$ cat src/rtl/codec_seq_pkg.sv
package codec_seq_pkg;
  typedef enum logic [1:0] {
    ST_HOLD = 2'd0,
    ST_POR  = 2'd1,
    ST_RUN  = 2'd2
  } seqState_t;

  typedef struct packed {
    logic clearAll;   // wipe counters and running flags
    logic porEn;      // advance the power-on counter
    logic latchRate;  // capture rateMode on release
    logic pathRun;    // path delay counters may advance
  } seqStrobe_t;
endpackage

$ cat src/rtl/seqFrameLock.sv
module seqFrameLock #(
  parameter int FRAME_RATIO = 256
) (
  input  logic clk,
  input  logic rstN,
  input  logic frameIn,
  output logic frameEdge,
  output logic locked
);
  localparam int CW = $clog2(FRAME_RATIO + 3);
  localparam logic [CW-1:0] LO_CNT  = CW'(FRAME_RATIO - 2);
  localparam logic [CW-1:0] HI_CNT  = CW'(FRAME_RATIO);
  localparam logic [CW-1:0] TMO_CNT = CW'(FRAME_RATIO + 1);

  logic meta, syncQ, prevQ, seenEdge;
  logic [CW-1:0] cnt;

  assign frameEdge = syncQ & ~prevQ;

  always_ff @(posedge clk or negedge rstN) begin
    if (!rstN) begin
      meta <= 1'b0; syncQ <= 1'b0; prevQ <= 1'b0;
    end else begin
      meta <= frameIn; syncQ <= meta; prevQ <= syncQ;
    end
  end

  // cnt holds cycles since the last edge minus one; period = cnt + 1
  always_ff @(posedge clk or negedge rstN) begin
    if (!rstN) begin
      cnt <= '0; seenEdge <= 1'b0; locked <= 1'b0;
    end else if (frameEdge) begin
      cnt <= '0;
      seenEdge <= 1'b1;
      if (seenEdge) locked <= (cnt >= LO_CNT) && (cnt <= HI_CNT);
    end else if (cnt == TMO_CNT) begin
      locked <= 1'b0;
      seenEdge <= 1'b0;
    end else begin
      cnt <= cnt + 1'b1;
    end
  end

  assert_timeout_unlock_R3: assert property (@(posedge clk) disable iff (!rstN)
    (cnt == TMO_CNT && !frameEdge) |=> !locked);
endmodule

$ cat src/rtl/seqDatapath.sv
module seqDatapath import codec_seq_pkg::*; #(
  parameter int POR_CYCLES  = 3846,
  parameter int FRAME_RATIO = 256,
  parameter int DAC_BASE    = 3600,
  parameter int ADC_BASE    = 4800
) (
  input  logic       clk,
  input  logic       rstN,
  input  logic       rstPinN,
  input  logic       dacFrameClk,
  input  logic       adcFrameClk,
  input  logic [1:0] rateMode,
  input  seqStrobe_t strobe,
  output logic       pinHigh,
  output logic       clocksOk,
  output logic       porDone,
  output logic [1:0] startFade,  // [0] DAC, [1] ADC
  output logic [1:0] running
);
  localparam int NPATH = 2;
  localparam int PW = $clog2(POR_CYCLES + 1);
  localparam int MAXT = (DAC_BASE * 4 > ADC_BASE * 2) ? DAC_BASE * 4 : ADC_BASE * 2;
  localparam int DW = $clog2(MAXT + 1);

  logic pinMeta;
  logic [PW-1:0] porCnt;
  logic [1:0] rateHeld;
  logic [NPATH-1:0] frameVec, frameEdge, lockVec, pathEnable;
  logic [DW-1:0] pathTarget [NPATH];
  logic [1:0] dacShift;

  always_ff @(posedge clk or negedge rstN) begin
    if (!rstN) begin
      pinMeta <= 1'b0; pinHigh <= 1'b0;
    end else begin
      pinMeta <= rstPinN; pinHigh <= pinMeta;
    end
  end

  assign frameVec = {adcFrameClk, dacFrameClk};
  assign clocksOk = &lockVec;

  for (genvar g = 0; g < NPATH; g++) begin : gLock
    seqFrameLock #(.FRAME_RATIO(FRAME_RATIO)) uLock (
      .clk(clk), .rstN(rstN), .frameIn(frameVec[g]),
      .frameEdge(frameEdge[g]), .locked(lockVec[g]));
  end

  always_ff @(posedge clk or negedge rstN) begin
    if (!rstN)             porCnt <= '0;
    else if (strobe.porEn) porCnt <= porCnt + 1'b1;
    else                   porCnt <= '0;
  end
  assign porDone = (porCnt == PW'(POR_CYCLES - 1));

  always_ff @(posedge clk or negedge rstN) begin
    if (!rstN)                 rateHeld <= 2'd0;
    else if (strobe.latchRate) rateHeld <= rateMode;
  end

  always_comb begin
    dacShift = rateHeld[1] ? 2'd2 : {1'b0, rateHeld[0]};
    pathTarget[0] = DW'(DAC_BASE) << dacShift;
    pathTarget[1] = DW'(ADC_BASE) << rateHeld[0];
    pathEnable = {~rateHeld[1], 1'b1};
  end

  for (genvar p = 0; p < NPATH; p++) begin : gPath
    logic [DW-1:0] frameCnt;
    logic fadeQ, runQ;
    always_ff @(posedge clk or negedge rstN) begin
      if (!rstN) begin
        frameCnt <= '0; fadeQ <= 1'b0; runQ <= 1'b0;
      end else if (strobe.clearAll) begin
        frameCnt <= '0; fadeQ <= 1'b0; runQ <= 1'b0;
      end else begin
        fadeQ <= 1'b0;
        if (strobe.pathRun && pathEnable[p] && !runQ && frameEdge[p]) begin
          if (frameCnt == pathTarget[p] - DW'(1)) begin
            fadeQ <= 1'b1; runQ <= 1'b1;
          end else begin
            frameCnt <= frameCnt + 1'b1;
          end
        end
      end
    end
    assign startFade[p] = fadeQ;
    assign running[p]   = runQ;

    assert_fade_single_R7: assert property (@(posedge clk) disable iff (!rstN)
      fadeQ |=> !fadeQ);
    assert_run_with_fade_R7: assert property (@(posedge clk) disable iff (!rstN)
      $rose(runQ) |-> fadeQ);
  end

  assert_adc_quad_idle_R6: assert property (@(posedge clk) disable iff (!rstN)
    rateHeld[1] |-> !startFade[1]);
  assert_clear_running_R1: assert property (@(posedge clk) disable iff (!rstN)
    strobe.clearAll |=> (running == 2'b00));
endmodule

$ cat src/rtl/seqControl.sv
module seqControl import codec_seq_pkg::*; (
  input  logic       clk,
  input  logic       rstN,
  input  logic       pinHigh,
  input  logic       clocksOk,
  input  logic       porDone,
  output seqStrobe_t strobe,
  output logic       internalReset
);
  seqState_t state, stateNext;
  logic goodIn;

  assign goodIn = pinHigh & clocksOk;

  always_comb begin
    stateNext = state;
    if (!goodIn) stateNext = ST_HOLD;
    else begin
      case (state)
        ST_HOLD: stateNext = ST_POR;
        ST_POR:  if (porDone) stateNext = ST_RUN;
        ST_RUN:  stateNext = ST_RUN;
        default: stateNext = ST_HOLD;
      endcase
    end
  end

  always_ff @(posedge clk or negedge rstN) begin
    if (!rstN) state <= ST_HOLD;
    else       state <= stateNext;
  end

  always_comb begin
    strobe.clearAll  = (state == ST_HOLD);
    strobe.porEn     = (state == ST_POR);
    strobe.latchRate = (state == ST_POR) && porDone && goodIn;
    strobe.pathRun   = (state == ST_RUN) && goodIn;
  end
  assign internalReset = (state != ST_RUN);

  assert_unlock_resets_R3: assert property (@(posedge clk) disable iff (!rstN)
    !clocksOk |=> internalReset);
  assert_pin_low_resets_R8: assert property (@(posedge clk) disable iff (!rstN)
    !pinHigh |=> internalReset);
  assert_release_after_count_R2: assert property (@(posedge clk) disable iff (!rstN)
    $fell(internalReset) |-> $past(porDone));
endmodule

$ cat src/rtl/codec_reset_seq.sv
module codec_reset_seq import codec_seq_pkg::*; #(
  parameter int POR_CYCLES  = 3846,
  parameter int FRAME_RATIO = 256,
  parameter int DAC_BASE    = 3600,
  parameter int ADC_BASE    = 4800
) (
  input  logic       clk,
  input  logic       powerGood,
  input  logic       rstPinN,
  input  logic       dacFrameClk,
  input  logic       adcFrameClk,
  input  logic [1:0] rateMode,
  output logic       internalReset,
  output logic       dacStartFade,
  output logic       adcStartFade,
  output logic       dacRunning,
  output logic       adcRunning
);
  seqStrobe_t strobe;
  logic pinHigh, clocksOk, porDone;
  logic [1:0] startFade, running;

  seqControl uCtrl (
    .clk(clk), .rstN(powerGood), .pinHigh(pinHigh), .clocksOk(clocksOk),
    .porDone(porDone), .strobe(strobe), .internalReset(internalReset));

  seqDatapath #(
    .POR_CYCLES(POR_CYCLES), .FRAME_RATIO(FRAME_RATIO),
    .DAC_BASE(DAC_BASE), .ADC_BASE(ADC_BASE)
  ) uData (
    .clk(clk), .rstN(powerGood), .rstPinN(rstPinN),
    .dacFrameClk(dacFrameClk), .adcFrameClk(adcFrameClk),
    .rateMode(rateMode), .strobe(strobe), .pinHigh(pinHigh),
    .clocksOk(clocksOk), .porDone(porDone),
    .startFade(startFade), .running(running));

  assign dacStartFade = startFade[0];
  assign adcStartFade = startFade[1];
  assign dacRunning   = running[0];
  assign adcRunning   = running[1];
endmodule

$ cat config.mk
export PLATFORM = sky130hd
export DESIGN_NAME = codec_reset_seq
export DESIGN_NICKNAME = d
export VERILOG_FILES = /design/src/rtl/codec_seq_pkg.sv /design/src/rtl/seqFrameLock.sv /design/src/rtl/seqDatapath.sv /design/src/rtl/seqControl.sv /design/src/rtl/codec_reset_seq.sv
export SDC_FILE = /design/constraint.sdc
export NUM_CORES = 1
export LEC_CHECK = 0
export CORE_UTILIZATION = 40
export DETAILED_ROUTE_END_ITERATION = 10
export DONT_BUFFER_PORTS = 1
export HOLD_SLACK_MARGIN = 0.15
export RECOVER_POWER = 100
export SLEW_MARGIN = 5
export SYNTH_ARGS = -nofsm -noshare
export SYNTH_HDL_FRONTEND = slang
export SYNTH_SLANG_ARGS = --single-unit
$ cat constraint.sdc
create_clock -name clk -period 2.6 [get_ports clk]
set_input_delay 0.26 -clock clk [delete_from_list [all_inputs] [get_ports clk]]
set_output_delay 0.26 -clock clk [all_outputs]
set_load 0.1 [all_outputs]
# Word-level counts from Yosys, hierarchy flattened
# Cells that the tools add are included.
totals:
  wordCells: 118
  output_inout_bits: 5
  register_bits: 78
  inputBits: 7
classes:
  add_sub_neg: 7
  mux: 35
  n_lt_le_gt_ge: 4
  n_reduce_logical: 26
  bitwise_logic: 6
  n_shift: 2
  n_eq_ne: 15
ops:
  columns: ["operator", "count"]
  rows:
  - ["14-bit two-way mux", 6]
  - ["9-bit two-way mux", 4]
  - ["14-bit by 1-bit adder with 14-bit output (second input constant)", 2]
  - ["14-bit == test", 2]
  - ["14-bit by 1-bit subtractor with 14-bit output (second input constant)", 2]
  - ["1-bit two-way mux", 20]
  - ["9-bit by 1-bit adder with 9-bit output (second input constant)", 2]
  - ["9-bit == test (second input constant)", 2]
  - ["9-bit by 8-bit greater-or-equal comparator with 1-bit output (second input constant)", 2]
  - ["9-bit less-or-equal comparator (second input constant)", 2]
  - ["2-bit AND reduction", 7]
  - ["12-bit by 2-bit << shifter with 14-bit output (first input constant)", 1]
  - ["13-bit by 1-bit << shifter with 14-bit output (first input constant)", 1]
  - ["12-bit by 1-bit adder with 12-bit output (second input constant)", 1]
  - ["12-bit == test (second input constant)", 1]
  - ["12-bit two-way mux", 1]
  - ["2-bit nonzero test", 6]
  - ["1-bit logical AND", 10]
  - ["2-bit != test (second input constant)", 5]
  - ["2-bit two-way mux", 3]
  - ["2-bit case mux with 3 select lines", 1]
  - ["2-bit by 1-bit != test with 1-bit output (second input constant)", 2]
  - ["1-bit AND", 3]
  - ["3-bit by 2-bit != test with 1-bit output (second input constant)", 1]
  - ["5 further kinds", 8]

# Longest topological paths before layout
# Gate-level depths: netlist (run 1).
depth:
  word_depth: 8
  ltp_mapped: 8

# Modules after synthesis
# From an unflattened synthesis (run 1), not the netlist that was laid out.
unflattened:
  hier_cells: 411
  hier_area_um2: 4176.5
modules_own_cells:
  columns: ["module", "area_each_um2", "cells_per_inst", "instances"]
  rows:
  - ["seqDatapath", 2600.0, 258, 1]
  - ["seqFrameLock", 710.7, 68, 2]
  - ["seqControl", 155.1, 17, 1]

# Worst setup path after synthesis (run 1)
# Ideal clock, no wire load.
synth_timing:
  path_kind: "flip-flop to flip-flop"
  start: "reg uData.gPath[1].runQ"
  end: "reg uData.gPath[1].frameCnt[10]"
  stages_incl_launch_ff: 6
  slack_ns: 0.511
  setup_ns: 0.132
  synth_period_minus_slack_ns: 2.089
  required_time_ns: 2.468
  arrival_time_ns: 1.957
  path_cell_list: "dfrtp_1 -> o41a_1 -> buf_6 -> nor4_1 -> xnor2_1 -> nor2_1"
synth_via:
  elab_chain_cells: 5
synth_lines:
  columns: ["item", "line_no", "text"]
  rows:
  - ["start, declared", "seqDatapath.sv:70", "logic fadeQ, runQ;"]
  - ["start signal, assigned", "seqDatapath.sv:73", "frameCnt <= '0; fadeQ <= 1'b0; runQ <= 1'b0;"]
  - ["start signal, assigned", "seqDatapath.sv:75", "frameCnt <= '0; fadeQ <= 1'b0; runQ <= 1'b0;"]
  - ["start signal, assigned", "seqDatapath.sv:80", "fadeQ <= 1'b1; runQ <= 1'b1;"]
  - ["1-bit logical NOT", "seqDatapath.sv:78", "if (strobe.pathRun && pathEnable[p] && !runQ && frameEdge[p]) begin"]
  - ["1-bit logical AND (2 in a row)", "seqDatapath.sv:78", null]
  - ["2-bit nonzero test (no source line)", null, null]
  - ["2-bit AND reduction (no source line)", null, null]
  - ["end signal, assigned", "seqDatapath.sv:82", "frameCnt <= frameCnt + 1'b1;"]
  - ["end, declared", "seqDatapath.sv:69", "logic [DW-1:0] frameCnt;"]
# No other way between the ends.
# A chain may end at the register's enable or synchronous reset.

# Worst setup path in the final report (run 1)
layout_timing:
  start: "reg uData.gPath[1].runQ"
  end: "reg uData.gPath[1].frameCnt[5]"
# The elaborated chain is that of the path after synthesis.

==> results of run 1 <==
critical path: stages, from the launching register on:
cell and delay [ns]:
dfrtp_1 0.38, clkbuf_1 0.58, o41ai_2 0.73, nand4_1 0.17, or3_1 0.33, a21oi_1 0.14
per-stage QoR:
stage | cells | setup WS [ns]
finish | 542 | 0.204
global route | 542 | 0.0482
CTS | 542 | 0.284
detailed placement | 519 | 0.303
global placement | 519 | 0.409
floorplan | 390 | 0.511
placed cells by master (no fill, tap or decap), drive strengths merged, types with 5 or more instances in the layout:
master and count:
inv 16, a21oi 16, xnor2 17, nor2 49
clkbuf 18, or3 14, buf 5, dlygate4sd3 6
nand2 24, o21ai 15, nand4 10, ha 13
and3 9, nor4 10, xor2 17, dfrtp 78
nand3 25, or4 5, nor3 9
worst min-delay path by stage:
stage                                    from                         end  slack [ns]  cells past startpoint
detailed placement                  powerGood  uData.gPath[0].frameCnt[5]       -0.03                      0
global placement                    powerGood  uData.gPath[0].frameCnt[4]       -0.03                      0
global route        uData.gLock[0].uLock.meta  uData.gLock[0].uLock.syncQ        0.36                      0
finish              uData.gLock[1].uLock.meta  uData.gLock[1].uLock.syncQ        0.35                      0
CTS                 uData.gLock[0].uLock.meta  uData.gLock[0].uLock.syncQ        0.35                      0
floorplan                           powerGood              uCtrl.state[0]       -0.04                      0
cell families (layout without fill, tap and decap cells):
| group | after synthesis | after routing | share of synthesized area |
|---|---|---|---|
| XOR/XNOR | 34 | 34 | 0.0751 |
| AO/OA/AOI/OAI | 56 | 56 | 0.0963 |
| buffers and inverters | 26 | 49 | 0.0294 |
| multiplexers | 6 | 6 | 0.0174 |
| AND/OR/NAND/NOR | 177 | 177 | 0.248 |
| flip-flops | 78 | 78 | 0.492 |
| adder cells (fa/ha/maj) | 13 | 13 | 0.0410 |
area by class of cell:
| cell class | count | share of cell area |
|---|---|---|
| inverter | 15 | 0.0129 |
| timing repair buffer | 18 | 0.0290 |
| sequential | 78 | 0.448 |
| clock buffer | 11 | 0.0325 |
| tap | 129 | 0.0370 |
| clock inverter | 5 | 0.0187 |
| multi-input combinational | 286 | 0.422 |
report_power, final:
part           switching, uW  total, uW  internal, uW
Clock                    430        999           569
Combinational           92.3        157          64.7
Sequential              77.4       1340          1260
per-layer routing:
| metal | vias to the layer above | part of all wire | global-route usage |
|---|---|---|---|
| li1 | 1424 | - | - |
| met1 | 1378 | 0.50 | 0.208 |
| met2 | 29 | 0.47 | 0.260 |
| met3 | 5 | 0.024 | 0.0373 |
| met4 | 0 | 0.010 | 0.0613 |
| met5 | - | 0 | 0 |
what timing repair did:
item / in CTS / in global routing
hold buffers: 7 / 0
resized for setup: 0 / 0
endpoints found under the setup margin: 0 / 0
hold endpoints to repair: 83 / 0
synthesized netlist by cell type, drive strengths merged (3+ instances only):
| library cell | n |
|---|---|
| nor3 | 9 |
| o21ai | 15 |
| a211oi | 3 |
| buf | 5 |
| nor4b | 4 |
| clkbuf | 6 |
| nor2b | 4 |
| ha | 13 |
| dfrtp | 78 |
| a21o | 3 |
| nand3 | 25 |
| nand4 | 10 |
| and3 | 9 |
| nor3b | 4 |
| o211ai | 3 |
| a21oi | 16 |
| inv | 15 |
| nand2b | 3 |
| and4 | 3 |
| nor4 | 10 |
| or3 | 14 |
| xnor2 | 17 |
| mux2 | 4 |
| o31ai | 4 |
| xor2 | 17 |
| or4 | 5 |
| nand2 | 24 |
| nor2 | 49 |
==> out/qor.yml, run 1 <==
routing:
  wire_per_inst_um: 13.6
  drc: 0
  drt_iter0_markers: 86
  via_per_inst: 5.23
  wirelength_mm: 7.35
  detail-route-antenna-nets: 0
  dr.pass1.iters: 4
  vias: 2836
finish:
  final_area_sq_um: 4360
  drive_gt1_frac: 0.0799
  post-route-util: 0.463
  nets: 428
  synthToLayoutAreaGrowth_pct: 9.91
  reg_top3: "uData.gPath.frameCnt x28, uData.gLock.uLock.cnt x18, uData.porCnt x12"
  max_flop_register: "uData.gPath.frameCnt"
  largest_reg_flops: 28
  layout.area.seq_sq_um: 1950
  diodes: 0
  final.fill_count: 919
  multi_input_area_sq_um: 1840
global_routing:
  grt_max_degree: 79
  antenna_found_initial: 0
  grt_pass1_vias: 2788
  grt_usage: 0.160
  grt_pass1_wl_mm: 12.9
  grt_overflow: 0
logic_synthesis:
  synth_cells: 390
  syn_nets: 410
  yosysSeqAreaShare: 0.492
  synth_ff_type: "dfrtp_1"
  syn_avg_cell_area_sq_um: 10.2
  synth_area_leader_cell: "dfrtp_1"
  synthTopCellsByArea: "dfrtp_1 (49%), nor2_1 (4.5%), ha_1 (4.1%)"
  ys.warnings.count: 0
  ys_seq_elements: 78
  synth_cell_types: 56
  synth_top_area_frac: 0.492
  async_flop_share: 1.00
  syn_area_sq_um: 3960
  synth_edf_count: 0
critical_path:
  reg2reg_depth: 5
  worstSetupPathType: "flop to flop"
  required_ns: 2.87
  r2r_end: "uData.gPath[1].frameCnt[5]"
  worstSetupEndpointType: "flop"
  r2r_slack_ns: 0.20
  path_max_fanout: 4
  cp-endpoint: "uData.gPath[1].frameCnt[5]"
  cp_data_arrival_time_ns: 2.66
  reg2reg_from: "uData.gPath[1].runQ"
  cp-start-kind: "flop"
  startpoint: "uData.gPath[1].runQ"
sta:
  clock.fmax_ghz: 0.417
  holdWs_ns: 0.351
  finClkSkew_ns: 0.00743
  rsz0062_at_grt: "no"
  hold_viol: 0
  fin_crit_sh: 0.921
  maxSlewViolCount: 79
  tns_ns: 0
  worst_pin_slew_ns: 1.89
  setup_viol_count_final: 0
  relSlewSlack: -0.261
  period_needed_ns: 2.40
clocking:
  cts_setup_buffers: 0
  cts.sinks: 78
  htree_num_levels: 3
  numCtsBuffers: 9
  clock_latency_ns: 0.34
  path_clk_slew_ns: 0.08
  cts_tree: "built"
  clockBufferDepth: 2
  cts_root_buf: "clkbuf_8"
place:
  numPortBuffers: 0
  dp_hpwl_mm: 5.02
  finalWeightedCongestion: 0.792
  postPlaceCellArea_sq_um: 4150
pwr:
  power_uw: 2500
  irDropWorstVdd_v: 0.000390
  leakage_uw: 0.00179
  powerDensity_nw_per_um2: 573
status:
  run_status: "finished with violations"
  violations: "max-capacitance violations, max-slew violations"
flow_run:
  maxCapViolCount: 1
floorplan:
  start_util: 0.421
  rows: 35
  core_region_area_sq_um: 9420
  dieHeight_um: 102
  chipWidth_um: 102
  io_pins: 12
  die_area_sq_um: 10300
worst_hold_path:
  hold_class: "flop to flop"
Power figures use the tool's default switching activity.
==> run 2: changes to the inputs <==
--- a/config.mk
+++ b/config.mk
@@ -5,6 +5,7 @@
 export SDC_FILE = /design/constraint.sdc
 export NUM_CORES = 1
 export LEC_CHECK = 0
+export CORE_ASPECT_RATIO = 1.5
 export CORE_UTILIZATION = 40
 export DETAILED_ROUTE_END_ITERATION = 10
 export DONT_BUFFER_PORTS = 1
==> run 2 against run 1 <==
The flow still finishes with violations (max-capacitance violations, max-slew violations). Worst hold slack got worse by 0.0038 ns. Fmax grew 4.3%. Clock power increased by 40%. Register-to-register slack gained 0.098 ns. Worst setup slack better by 0.098 ns. Sequential share of layout area shrank 1.1 points. Non-clock buffer count fell by 4. Critical path depth decreased by 1. Final cell count is 3.3% lower. First-iteration DRC count rose by 35%. Via count is 0.25% higher. Clock skew down 0.0034 ns. Critical endpoint is now uData.gPath[1].frameCnt[0]. Highest routed layer unchanged.
==> out/qor.yml, run 2 (synthesized netlist as in run 1, its figures left out) <==
status:
  run_status: "finished with violations"
  violations: "max-capacitance violations, max-slew violations"
critical_path:
  cp-start-kind: "flop"
  crit_chain: "or4_4, a211oi_2, nor2_4, mux2_1"
  critPathMaxStageDelay_ns: 0.78  # +0.05 ns
  worstSetupEndpointType: "flop"
  worstSetupPathType: "flop to flop"
  cp_slowest_cell: "a211oi_2"
  required_ns: 2.82  # -0.05 ns
  path_max_fanout: 15  # +11
  cp_data_arrival_time_ns: 2.52  # -0.14 ns
flow_run:
  maxCapViolCount: 1  # unchanged
global_routing:
  grt_pass1_vias: 2792  # +0.14%
  grt_pass1_wl_mm: 13.0  # +0.64%
  grt_max_degree: 79  # unchanged
  grt_usage: 0.160  # -0.000540
  antenna_found_initial: 0  # unchanged
  grt_overflow: 0  # unchanged
pwr:
  clock_power_share: 0.482  # +0.082
  comb_power_share: 0.056  # -0.007
  power_uw: 2900  # +16%
  power_frac_seq: 0.462  # -0.075
  power_switching_uw: 655  # +9.2%
  powerDensity_nw_per_um2: 650  # +14%
  intPower_uw: 2250  # +19%
  irDropWorstVdd_v: 0.000328  # -16%
  swShare: 0.226  # -0.0147
  leakage_uw: 0.00184  # +2.4%
floorplan:
  rows: 44  # +26%
  io_pins: 12  # unchanged
  dieHeight_um: 124  # +22%
  chipWidth_um: 83.3  # -18%
  start_util: 0.411  # -0.00957
  die_area_sq_um: 10300  # about the same
  core_region_area_sq_um: 9630  # +2.3%
sta:
  fin_crit_sh: 0.884  # -0.0376
  finClkSkew_ns: 0.00405  # -0.00338 ns
  clock.fmax_ghz: 0.435  # +4.3%
  relSlewSlack: -0.153  # +0.108
  holdWs_ns: 0.347  # -0.00375 ns
  hold_viol: 0  # unchanged
  setup_ws_ns: 0.302  # +0.0977 ns
  worst_pin_slew_ns: 1.73  # -0.162 ns
  tns_ns: 0  # unchanged
  setup_viol_count_final: 0  # unchanged
  period_needed_ns: 2.30  # -0.0977 ns
  rsz0062_at_grt: "no"
  maxSlewViolCount: 79  # unchanged
clocking:
  htree_num_levels: 3  # unchanged
  cts_tree: "built"
  clock_latency_ns: 0.34  # about the same
  cts_root_buf: "clkbuf_16"
  clockBufferDepth: 2  # unchanged
  numCtsBuffers: 9  # unchanged
  cts_setup_buffers: 0  # unchanged
  path_clk_slew_ns: 0.06  # -0.02 ns
  cts.sinks: 78  # unchanged
  ctsResizeCount: 0  # unchanged
finish:
  layout_common_cells: "dfrtp_1 (78), nor2_1 (48), nand3_1 (25), nand2_1 (24)"
  reg_top3: "uData.gPath.frameCnt x28, uData.gLock.uLock.cnt x18, uData.porCnt x12"
  largest_reg_flops: 28  # unchanged
  nets: 424  # -0.93%
  diodes: 0  # unchanged
  drive_gt1_frac: 0.0831  # +0.00323
  mostFrequentLayoutCell: "dfrtp_1"
  max_flop_register: "uData.gPath.frameCnt"
  instances_no_fill: 524  # -3.3%
  synthToLayoutAreaGrowth_pct: 12.6
routing:
  vias: 2843  # +0.25%
  drt_iter0_markers: 116  # +35%
  via_per_inst: 5.43  # +3.7%
  drc: 0  # unchanged
  dr.pass1.iters: 4  # unchanged
  detail-route-antenna-nets: 0  # unchanged
  wirelength_mm: 7.46  # +1.5%
  wire_per_inst_um: 14.2  # +5.0%
place:
  dp_hpwl_mm: 5.02  # about the same
  numPortBuffers: 0  # unchanged
  dp_cells: 501  # -3.5%
  post-place-ws_ns: 0.411  # +0.108 ns
  finalWeightedCongestion: 0.788  # -0.59%
worst_hold_path:
  hold_class: "flop to flop"
run 2: path summary, 6_finish.rpt:
check,from,end,slack (ns),cells past startpoint
max,uData.rateHeld[0],uData.gPath[1].frameCnt[0],0.30,4
min,uData.gLock[0].uLock.meta,uData.gLock[0].uLock.syncQ,0.35,0
max reg2reg,uData.rateHeld[0],uData.gPath[1].frameCnt[0],0.30,4
min reg2reg,uData.gLock[0].uLock.meta,uData.gLock[0].uLock.syncQ,0.35,0
max in group asynchronous,powerGood,uData.rateHeld[0],0.60,2
min in group asynchronous,powerGood,uData.gLock[0].uLock.cnt[0],0.99,2
run 2: area by class of cell:
cell class | instances | area [sq um]
Sequential cell | 78 | 1950
Inverter | 15 | 56.3
Multi-Input combinational cell | 286 | 1870
Clock inverter | 3 | 65.1
Timing Repair Buffer | 14 | 108
Fill cell | 886 | 5170
Clock buffer | 13 | 270
Tap cell | 115 | 144
run 2: critical path, delay by kind of cell (launching register included):
family / cells / cell delay [ns]
compound gates: 1 / 0.78
flops: 1 / 0.46
mux: 1 / 0.33
simple gates: 2 / 0.61
run 2: per-stage QoR:
step / instance area (sq um) / util
final: 4460 / 0.463
after global routing: 4460 / 0.463
after CTS: 4520 / 0.469
after detailed placement: 4100 / 0.426
after global placement: 4100 / 0.426
after floorplan: 3960 / -
run 2: layer usage:
| metal | GRT usage | share of wire |
|---|---|---|
| met5 | 0 | 0 |
| met2 | 0.271 | 0.50 |
| met3 | 0.0417 | 0.032 |
| met1 | 0.188 | 0.45 |
| met4 | 0.0787 | 0.022 |
run 2: repair_timing:
action	4_1_cts	5_1_grt
hold endpoints to repair	83	0
endpoints found under the setup margin	0	0
hold buffers	7	0
run 2: power by group through the flow:
stage / registers [uW] / logic (uW) / clock network [uW]
after detailed placement: 1360 / 129 / 0
after global routing: 1350 / 187 / 1480
after global placement: 1360 / 125 / 0
after CTS: 1340 / 170 / 1430
final: 1340 / 161 / 1400
after floorplan: 1340 / 107 / 0
==> run 3: changes to the inputs <==
--- a/config.mk
+++ b/config.mk
@@ -5,10 +5,12 @@
 export SDC_FILE = /design/constraint.sdc
 export NUM_CORES = 1
 export LEC_CHECK = 0
+export CAP_MARGIN = 20
 export CORE_ASPECT_RATIO = 1.5
 export CORE_UTILIZATION = 40
 export DETAILED_ROUTE_END_ITERATION = 10
 export DONT_BUFFER_PORTS = 1
+export GPL_TIMING_DRIVEN = 0
 export HOLD_SLACK_MARGIN = 0.15
 export RECOVER_POWER = 100
 export SLEW_MARGIN = 5
==> run 3 against run 2 <==
The run still ends with max-capacitance violations, max-slew violations left. Core utilization shrank 0.25 points. Sequential power is essentially flat. First-iteration DRC count shrank 21%. Routed wire length grew 2.9%. Clock power about the same. Clock skew grew 0.0027 ns. Via count increased by 1.4%. Critical path type unchanged.
==> out/qor.yml, run 3 (synthesized netlist as in run 1, its figures left out) <==
status:
  run_status: "finished with violations"
  violations: "max-capacitance violations, max-slew violations"
place:
  dp_cells: 505  # +0.80%
  dp_hpwl_mm: 5.13  # +2.2%
  finalWeightedCongestion: 0.803  # +2.0%
  numPortBuffers: 0  # unchanged
pwr:
  irDropWorstVdd_v: 0.000363  # +11%
  power_switching_uw: 654  # about the same
  powerDensity_nw_per_um2: 654  # +0.51%
  intPower_uw: 2250  # about the same
  leakage_uw: 0.00184  # about the same
  comb_power_share: 0.056  # about the same
  swShare: 0.226  # about the same
  power_frac_seq: 0.464  # +0.002
  clock_power_share: 0.480  # -0.002
clocking:
  clock_latency_ns: 0.34  # about the same
  clockBufferDepth: 2  # unchanged
  cts_root_buf: "clkbuf_16"
  cts.sinks: 78  # unchanged
  cts_tree: "built"
  path_clk_slew_ns: 0.06  # about the same
  numCtsBuffers: 9  # unchanged
  htree_num_levels: 3  # unchanged
  cts_setup_buffers: 0  # unchanged
finish:
  drive_gt1_frac: 0.0702  # -0.0129
  layout_common_cells: "dfrtp_1 (78), nor2_1 (49), nand3_1 (25), nand2_1 (24)"
  nets: 428  # +0.94%
  instances_no_fill: 528  # +0.76%
  largest_reg_flops: 28  # unchanged
  max_flop_register: "uData.gPath.frameCnt"
  diodes: 0  # unchanged
  synthToLayoutAreaGrowth_pct: 12.0
  reg_top3: "uData.gPath.frameCnt x28, uData.gLock.uLock.cnt x18, uData.porCnt x12"
  mostFrequentLayoutCell: "dfrtp_1"
  post-route-util: 0.461  # -0.00247
global_routing:
  grt_pass1_vias: 2842  # +1.8%
  grt_pass1_wl_mm: 13.4  # +3.5%
  antenna_found_initial: 0  # unchanged
  grt_max_degree: 79  # unchanged
  grt_usage: 0.163  # +0.00362
  grt_overflow: 0  # unchanged
critical_path:
  worstSetupEndpointType: "flop"
  r2r_slack_ns: 0.21  # -0.09 ns
  required_ns: 2.82  # about the same
  cp_data_arrival_time_ns: 2.61  # +0.09 ns
  path_max_fanout: 10  # -5
  r2r_end: "uData.gPath[1].frameCnt[0]"
  startpoint: "uData.rateHeld[0]"
  reg2reg_from: "uData.rateHeld[0]"
  cp-start-kind: "flop"
  worstSetupPathType: "flop to flop"
  reg2reg_depth: 5  # +1
routing:
  detail-route-antenna-nets: 0  # unchanged
  via_per_inst: 5.46  # +0.60%
  dr.pass1.iters: 4  # unchanged
  wire_per_inst_um: 14.6  # +2.2%
  wirelength_mm: 7.68  # +2.9%
  vias: 2882  # +1.4%
  drt_iter0_markers: 92  # -21%
  drc: 0  # unchanged
sta:
  maxSlewViolCount: 79  # unchanged
  finClkSkew_ns: 0.00678  # +0.00273 ns
  rsz0062_at_grt: "no"
  period_needed_ns: 2.39  # +0.0872 ns
  clock.fmax_ghz: 0.419  # -3.7%
  fin_crit_sh: 0.917  # +0.0336
  hold_viol: 0  # unchanged
  holdWs_ns: 0.355  # +0.00824 ns
  tns_ns: 0  # unchanged
  relSlewSlack: -0.146  # +0.00626
  worst_pin_slew_ns: 1.72  # -0.00939 ns
  setup_viol_count_final: 0  # unchanged
worst_hold_path:
  hold_depth: 0  # unchanged
  worstHoldEndpoint: "uData.gLock[0].uLock.syncQ"
  hold_class: "flop to flop"
  hp-start: "uData.gLock[0].uLock.meta"
floorplan:
  start_util: 0.411  # unchanged
  chipWidth_um: 83.3  # unchanged
  core_region_area_sq_um: 9630  # unchanged
  io_pins: 12  # unchanged
  dieHeight_um: 124  # unchanged
  rows: 44  # unchanged
  die_area_sq_um: 10300  # unchanged
flow_run:
  maxCapViolCount: 1  # unchanged
-- run 3: changes by cell type in the layout (fill, tap and decap cells not counted), sizes merged --
cell | previous run | this run
buf | 5 | 4
clkbuf | 16 | 21
-- run 3: what timing repair did --
item	in CTS	in global routing
endpoints found under the setup margin	0	1
resized for setup	0	1
hold buffers	7	0
endpoints found under the hold margin	83	0
-- run 3: worst max-delay path by stage --
stage	to	slack (ns)
floorplan	uData.gPath[1].frameCnt[10]	0.51
global placement	uData.gPath[0].frameCnt[0]	0.31
detailed placement	uData.gPath[0].frameCnt[0]	0.28
CTS	uData.gPath[0].frameCnt[0]	0.23
global route	uData.gPath[1].frameCnt[0]	0.08
finish	uData.gPath[1].frameCnt[0]	0.21
-- run 3: routing by layer --
metal / share of wire / wire [um] / GRT usage
met5: 0 / 0 / 0
met4: 0.020 / 150 / 0.0614
met3: 0.027 / 209 / 0.0391
met2: 0.49 / 3780 / 0.281
met1: 0.46 / 3540 / 0.199
-- run 3: layout make-up --
class                           count  area, sq um
Multi-Input combinational cell    286         1830
Timing Repair Buffer                7         65.1
Tap cell                          115          144
Sequential cell                    78         1950
Fill cell                         886         5200
Clock inverter                      3         65.1
Inverter                           15         56.3
Clock buffer                       13          270
Buffer                             11         57.6
-- run 3: power by group through the flow --
| stage | Combinational [uW] | Sequential, uW | Clock, uW |
|---|---|---|---|
| after floorplan | 107 | 1340 | 0 |
| after global placement | 125 | 1360 | 0 |
| after detailed placement | 127 | 1360 | 0 |
| after CTS | 169 | 1340 | 1430 |
| after global routing | 190 | 1350 | 1480 |
| final | 162 | 1350 | 1390 |
-- run 3: worst max-delay path: stages (launching register included) --
cell and delay, ns:
dfrtp_1 0.45, or4_4 0.53, a211oi_1 0.70, buf_6 0.23
nor2_1 0.07, mux2_4 0.29
-- run 3: per-stage QoR --
stage | setup slack, ns | instance area, sq um | power [uW]
floorplan | 0.511 | 3960 | 1450
global placement | 0.310 | 4110 | 1490
detailed placement | 0.279 | 4110 | 1490
CTS | 0.232 | 4530 | 2950
global route | 0.0777 | 4440 | 3030
finish | 0.215 | 4440 | 2900
